**config.mk**
```make
export PLATFORM = sky130hd
export DESIGN_NAME = fault_supervisor
export DESIGN_NICKNAME = d
export VERILOG_FILES = /design/src/rtl/fsup_pkg.sv /design/src/rtl/fsup_hot_track.sv /design/src/rtl/fsup_short_count.sv /design/src/rtl/fsup_core.sv /design/src/rtl/fault_supervisor.sv
export SDC_FILE = /design/constraint.sdc
export NUM_CORES = 1
export LEC_CHECK = 0
export BUFFER_PORTS_ARGS = -buffer_cell sky130_fd_sc_hd__clkbuf_2
export CORE_MARGIN = 5
export CORE_UTILIZATION = 50
export CTS_CLUSTER_DIAMETER = 50
export DETAILED_ROUTE_END_ITERATION = 10
export PLACE_DENSITY = 0.74
export SLEW_MARGIN = 30
export SYNTH_ARGS = -nofsm -noshare
export SYNTH_HDL_FRONTEND = slang
export SYNTH_SLANG_ARGS = --single-unit
```
**constraint.sdc**
```tcl
create_clock -name clk -period 2.2 [get_ports clk]
set_input_delay 0.44 -clock clk [delete_from_list [all_inputs] [get_ports clk]]
set_output_delay 0.44 -clock clk [all_outputs]
set_load 0.01 [all_outputs]
```
**src/rtl/fsup_pkg.sv**
```systemverilog
package fsup_pkg;
  typedef enum logic [1:0] {
    ST_LOCK = 2'd0,
    ST_RUN  = 2'd1,
    ST_HOT  = 2'd2,
    ST_HOLD = 2'd3
  } sup_state_t;

  localparam int CAUSE_W = 5;
  localparam int C_UV  = 0;
  localparam int C_OT  = 1;
  localparam int C_SOV = 2;
  localparam int C_AOV = 3;
  localparam int C_DS  = 4;

  function automatic logic [CAUSE_W-1:0] cause_bit(input int idx);
    logic [CAUSE_W-1:0] v;
    v = '0;
    v[idx] = 1'b1;
    return v;
  endfunction
endpackage

```
**src/rtl/fsup_hot_track.sv**
```systemverilog
module fsup_hot_track (
  input  logic clk,
  input  logic rst,
  input  logic temp_hot,
  input  logic temp_cool,
  output logic hot_now
);
  logic hot_q;

  assign hot_now = temp_hot | (hot_q & ~temp_cool);

  always_ff @(posedge clk) begin
    if (rst) hot_q <= 1'b0;
    else     hot_q <= hot_now;
  end


  hot_sticky_chk: assert property (@(posedge clk) disable iff (rst)
    (temp_hot && !temp_cool) |=> hot_q);
endmodule

```
**src/rtl/fsup_short_count.sv**
```systemverilog
module fsup_short_count #(
  parameter int unsigned SHORT_CYCLES = 3
) (
  input  logic clk,
  input  logic rst,
  input  logic enable,
  input  logic tick,
  input  logic flag,
  output logic trip
);
  localparam int unsigned CNT_W = $clog2(SHORT_CYCLES + 1);
  localparam logic [CNT_W-1:0] LAST = CNT_W'(SHORT_CYCLES - 1);

  logic [CNT_W-1:0] cnt;

  assign trip = enable & tick & flag & (cnt == LAST);

  always_ff @(posedge clk) begin
    if (rst || !enable || trip) cnt <= '0;
    else if (tick)              cnt <= flag ? cnt + 1'b1 : '0;
  end


  count_range_chk: assert property (@(posedge clk) disable iff (rst)
    cnt < CNT_W'(SHORT_CYCLES));


  count_restart_chk: assert property (@(posedge clk) disable iff (rst)
    (tick && !flag) |=> (cnt == '0));
endmodule

```
**src/rtl/fsup_core.sv**
```systemverilog
module fsup_core
  import fsup_pkg::*;
(
  input  logic               clk,
  input  logic               rst,
  input  logic               vdd_on_ok,
  input  logic               vdd_low,
  input  logic               vdd_over,
  input  logic               aux_over,
  input  logic               short_trip,
  input  logic               hot_now,
  output logic               in_run,
  output logic               run_en,
  output logic [CAUSE_W-1:0] fault_code
);
  sup_state_t        st, nxt;
  logic [CAUSE_W-1:0] hold_cause, hold_nxt, code_nxt;

  assign in_run = (st == ST_RUN);

  always_comb begin
    nxt      = st;
    hold_nxt = hold_cause;
    unique case (st)
      ST_LOCK: if (vdd_on_ok && !vdd_low) nxt = hot_now ? ST_HOT : ST_RUN;
      ST_RUN: begin
        if (vdd_low)      nxt = ST_LOCK;
        else if (hot_now) nxt = ST_HOT;
        else if (vdd_over)   begin nxt = ST_HOLD; hold_nxt = cause_bit(C_SOV); end
        else if (aux_over)   begin nxt = ST_HOLD; hold_nxt = cause_bit(C_AOV); end
        else if (short_trip) begin nxt = ST_HOLD; hold_nxt = cause_bit(C_DS);  end
      end
      ST_HOT: begin
        if (vdd_low)       nxt = ST_LOCK;
        else if (!hot_now) nxt = ST_RUN;
      end
      ST_HOLD: if (vdd_low) nxt = ST_LOCK;
      default: nxt = ST_LOCK;
    endcase
  end

  always_comb begin
    unique case (nxt)
      ST_RUN:  code_nxt = '0;
      ST_HOT:  code_nxt = cause_bit(C_OT);
      ST_HOLD: code_nxt = hold_nxt;
      default: code_nxt = cause_bit(C_UV);
    endcase
  end

  always_ff @(posedge clk) begin
    if (rst) begin
      st         <= ST_LOCK;
      hold_cause <= '0;
      run_en     <= 1'b0;
      fault_code <= cause_bit(C_UV);
    end else begin
      st         <= nxt;
      hold_cause <= hold_nxt;
      run_en     <= (nxt == ST_RUN);
      fault_code <= code_nxt;
    end
  end


  low_stops_chk: assert property (@(posedge clk) disable iff (rst)
    vdd_low |=> !run_en);


  low_first_chk: assert property (@(posedge clk) disable iff (rst)
    vdd_low |=> fault_code[C_UV]);


  latched_keep_chk: assert property (@(posedge clk) disable iff (rst)
    ((fault_code[C_SOV] || fault_code[C_AOV] || fault_code[C_DS]) && !vdd_low)
      |=> (fault_code == $past(fault_code)));


  hot_stops_chk: assert property (@(posedge clk) disable iff (rst)
    hot_now |=> !run_en);


  one_cause_chk: assert property (@(posedge clk) disable iff (rst)
    !run_en |-> ($countones(fault_code) == 1));
endmodule

```
**src/rtl/fault_supervisor.sv**
```systemverilog
module fault_supervisor
  import fsup_pkg::*;
#(
  parameter int unsigned SHORT_CYCLES = 3
) (
  input  logic               clk,
  input  logic               rst,
  input  logic               vdd_on_ok,
  input  logic               vdd_low,
  input  logic               vdd_over,
  input  logic               aux_over,
  input  logic               cs_over,
  input  logic               temp_hot,
  input  logic               temp_cool,
  input  logic               sw_cycle,
  output logic               run_en,
  output logic [CAUSE_W-1:0] fault_code
);
  logic hot_now, short_trip, in_run;

  fsup_hot_track u_hot (
    .clk(clk), .rst(rst), .temp_hot(temp_hot), .temp_cool(temp_cool),
    .hot_now(hot_now)
  );

  fsup_short_count #(.SHORT_CYCLES(SHORT_CYCLES)) u_cnt (
    .clk(clk), .rst(rst), .enable(in_run), .tick(sw_cycle), .flag(cs_over),
    .trip(short_trip)
  );

  fsup_core u_core (
    .clk(clk), .rst(rst), .vdd_on_ok(vdd_on_ok), .vdd_low(vdd_low),
    .vdd_over(vdd_over), .aux_over(aux_over), .short_trip(short_trip),
    .hot_now(hot_now), .in_run(in_run), .run_en(run_en),
    .fault_code(fault_code)
  );


  no_direct_restart_chk: assert property (@(posedge clk) disable iff (rst)
    (fault_code[C_SOV] || fault_code[C_AOV] || fault_code[C_DS]) |=> !run_en);
endmodule

```
==> impl_metrics.env <==
export IMPL_syn_num_nets=85
export IMPL_ir_worst_vdd_uv=576
export IMPL_synth_flop_cell="dfxtp_1"
export IMPL_ant_nets=0
export IMPL_synth_top_family_by_area="simple AND/OR/NAND/NOR gates"
export IMPL_dp_hpwl_microns=1040
export IMPL_crit_required_ps=2360
export IMPL_dr_pass1_iters=2
export IMPL_path_max_fanout=4
export IMPL_h_tree_depth=1
export IMPL_power_density_nw_per_um2=652
export IMPL_synth_most_common_cell="dfxtp_1"
export IMPL_drtIter0Drc=10
export IMPL_design_area_sq_um=820
export IMPL_cts_clk_slew_worst_paths_ps=90
export IMPL_grt_pass1_wl_microns=2290
export IMPL_netlist_area_leader_share_pct=46.1
export IMPL_nets=103
export IMPL_routedWlPerCell_microns=12.6
export IMPL_worst_slew_pin_slew_ps=498
export IMPL_status="finished clean"
export IMPL_antenna_cells=0
export IMPL_cts_root_buf="clkbuf_4"
export IMPL_routed_wl_microns=1340
export IMPL_num_rows=13
export IMPL_dieArea_sq_um=2230
export IMPL_period_share_pct=83.2
export IMPL_synth_common_cells="dfxtp_1 (16), nor2_1 (9), nor3_1 (5), a21oi_1 (4), nor4_1 (4)"
export IMPL_synth_xor_area_share_pct=0
export IMPL_synth_compound_area_share_pct=14.4
export IMPL_routed_via_density=5.58
export IMPL_yosysSeqAreaShare_pct=46.1
export IMPL_place_congestion=0.721
export IMPL_setup_ws_ps=370
export IMPL_grt_pass1_vias=541
export IMPL_cts_hold_buf=0
export IMPL_relSlewSlack_pct=66.4
export IMPL_rsz0062_at_grt="no"
export IMPL_cts_buffers=3
export IMPL_synth_edf_count=0
export IMPL_grt_overflow=0
export IMPL_fin_crit_ps=1830
export IMPL_cts_sinks=16
export IMPL_synth_area_sq_um=694
export IMPL_synth_fa_ha_area_share_pct=1.80
export IMPL_cts_resized=0
export IMPL_area_growth_pct=18.0
export IMPL_dp_slack_ps=410
export IMPL_async_flop_share_pct=0
export IMPL_synth_warnings=0
export IMPL_p_total_w=0.000534
export IMPL_start_kind="flip-flop"
export IMPL_die_w_microns=47.3
export IMPL_synth_area_per_cell_sq_um=9.38
export IMPL_ios=16
export IMPL_yosysTopAreaCell="dfxtp_1"
export IMPL_min_delay_path_class="input port to flip-flop"
export IMPL_hold_viol=0
export IMPL_synth_area_leaders="dfxtp_1 (46%), nor2_1 (4.9%), nor3_1 (3.6%)"
export IMPL_total_leakage_power_nw=0.329
export IMPL_synthDistinctLibCells=32
export IMPL_yosys_area_share_simple_pct=34.2
export IMPL_endpoint_kind="flip-flop"
export IMPL_place_port_buffers=15
export IMPL_maxSlewViolCount=0
export IMPL_worstSetupPathType="flip-flop to flip-flop"
export IMPL_cts_tree="built"
export IMPL_crit_arrival_ps=1990
export IMPL_die_h_microns=47.3
export IMPL_antenna_found_initial=0
export IMPL_setup_violations_final=0
export IMPL_placed_area_sq_um=783
export IMPL_cap_violations=0
export IMPL_post_cts_setup_buffers=0
export IMPL_coreArea_sq_um=1300
export IMPL_drive_above_1_share_pct=28.6
export IMPL_finalSetupTns_ps=0
export IMPL_initial_core_util_pct=53.4
export IMPL_synthMuxAreaShare_pct=0
export IMPL_fmax_ghz=0.546
export IMPL_drc=0
export IMPL_clk_latency_ps=290
export IMPL_fin_skew_ps=2.15
export IMPL_vias=591
export IMPL_globalRouteTotalUtil_pct=15.0
export IMPL_synth_seq_cells=16
export IMPL_synthCells=74
export IMPL_clock_path_buffers=2
export IMPL_grt_start_max_net_pins=10
-- metal layers --
layer	vias to the layer above	wire, microns	global-route usage (%)
met2	11	626	22.5
met3	2	86	6.13
li1	302	-	-
met1	276	612	18.7
met4	0	13	6.63
met5	-	0	0
-- stage by stage --
step           util [%]  cells  hold slack (ps)
4_1_cts            63.0    106              374
5_1_grt            63.0    106              373
3_5_place_dp       60.2    102              466
2_1_floorplan         -     74              446
6_report           63.0    106              385
3_3_place_gp       60.2    102              461
-- worst paths after layout --
| kind | startpoint | end | slack [ps] | cells after the start |
|---|---|---|---|---|
| setup / recovery | u_cnt.cnt[0] | u_core.fault_code[4] | 370 | 6 |
| hold / removal | vdd_low | u_core.fault_code[4] | 390 | 2 |
| setup reg to reg | u_cnt.cnt[0] | u_core.fault_code[4] | 370 | 6 |
| hold reg to reg | u_core.hold_cause[4] | u_core.hold_cause[4] | 480 | 2 |
-- worst max-delay path, stage by stage (launching register included) --
cell	delay, ps
dfxtp_1	360
inv_1	50
ha_1	210
a311o_1	410
nor3b_1	150
o21ai_0	420
nor4b_1	100
-- sequential cells by signal, indices dropped and copies added, names as in the netlist --
name	count
u_cnt.cnt	2
u_core.st	2
u_core.run_en	1
u_hot.hot_q	1
u_core.fault_code	5
u_core.hold_cause	5
-- area by class of cell --
class                      count  area [sq um]
sequential                    16           320
clock buffer                   4          36.3
tap                           15          18.8
fill                         129           482
timing repair buffer          16          82.6
multi-input combinational     52           350
inverter                       3          11.3
-- where the power goes --
part | internal, W | switching [W]
Sequential | 0.000294 | 0.00000274
Combinational | 0.0000197 | 0.0000272
Clock | 0.000101 | 0.0000900
Total | 0.000414 | 0.000120
-- kinds of logic after synthesis --
logic type               Yosys count
buffers and inverters              6
flip-flops                        16
AND/OR/NAND/NOR                   37
adder cells (fa/ha/maj)            1
AO/OA/AOI/OAI                     14
-- cells in the final DEF, fill, tap and decap left out, drive strengths merged, types with 2 or more instances in the layout --
cell / n
nor3: 6
dfxtp: 16
nor3b: 3
nor2b: 3
clkbuf: 19
nor2: 9
and3b: 2
nand2: 2
inv: 3
o21ai: 2
nor4: 4
or2: 2
a311o: 2
a21oi: 4
(Power assumes the default switching activity.)
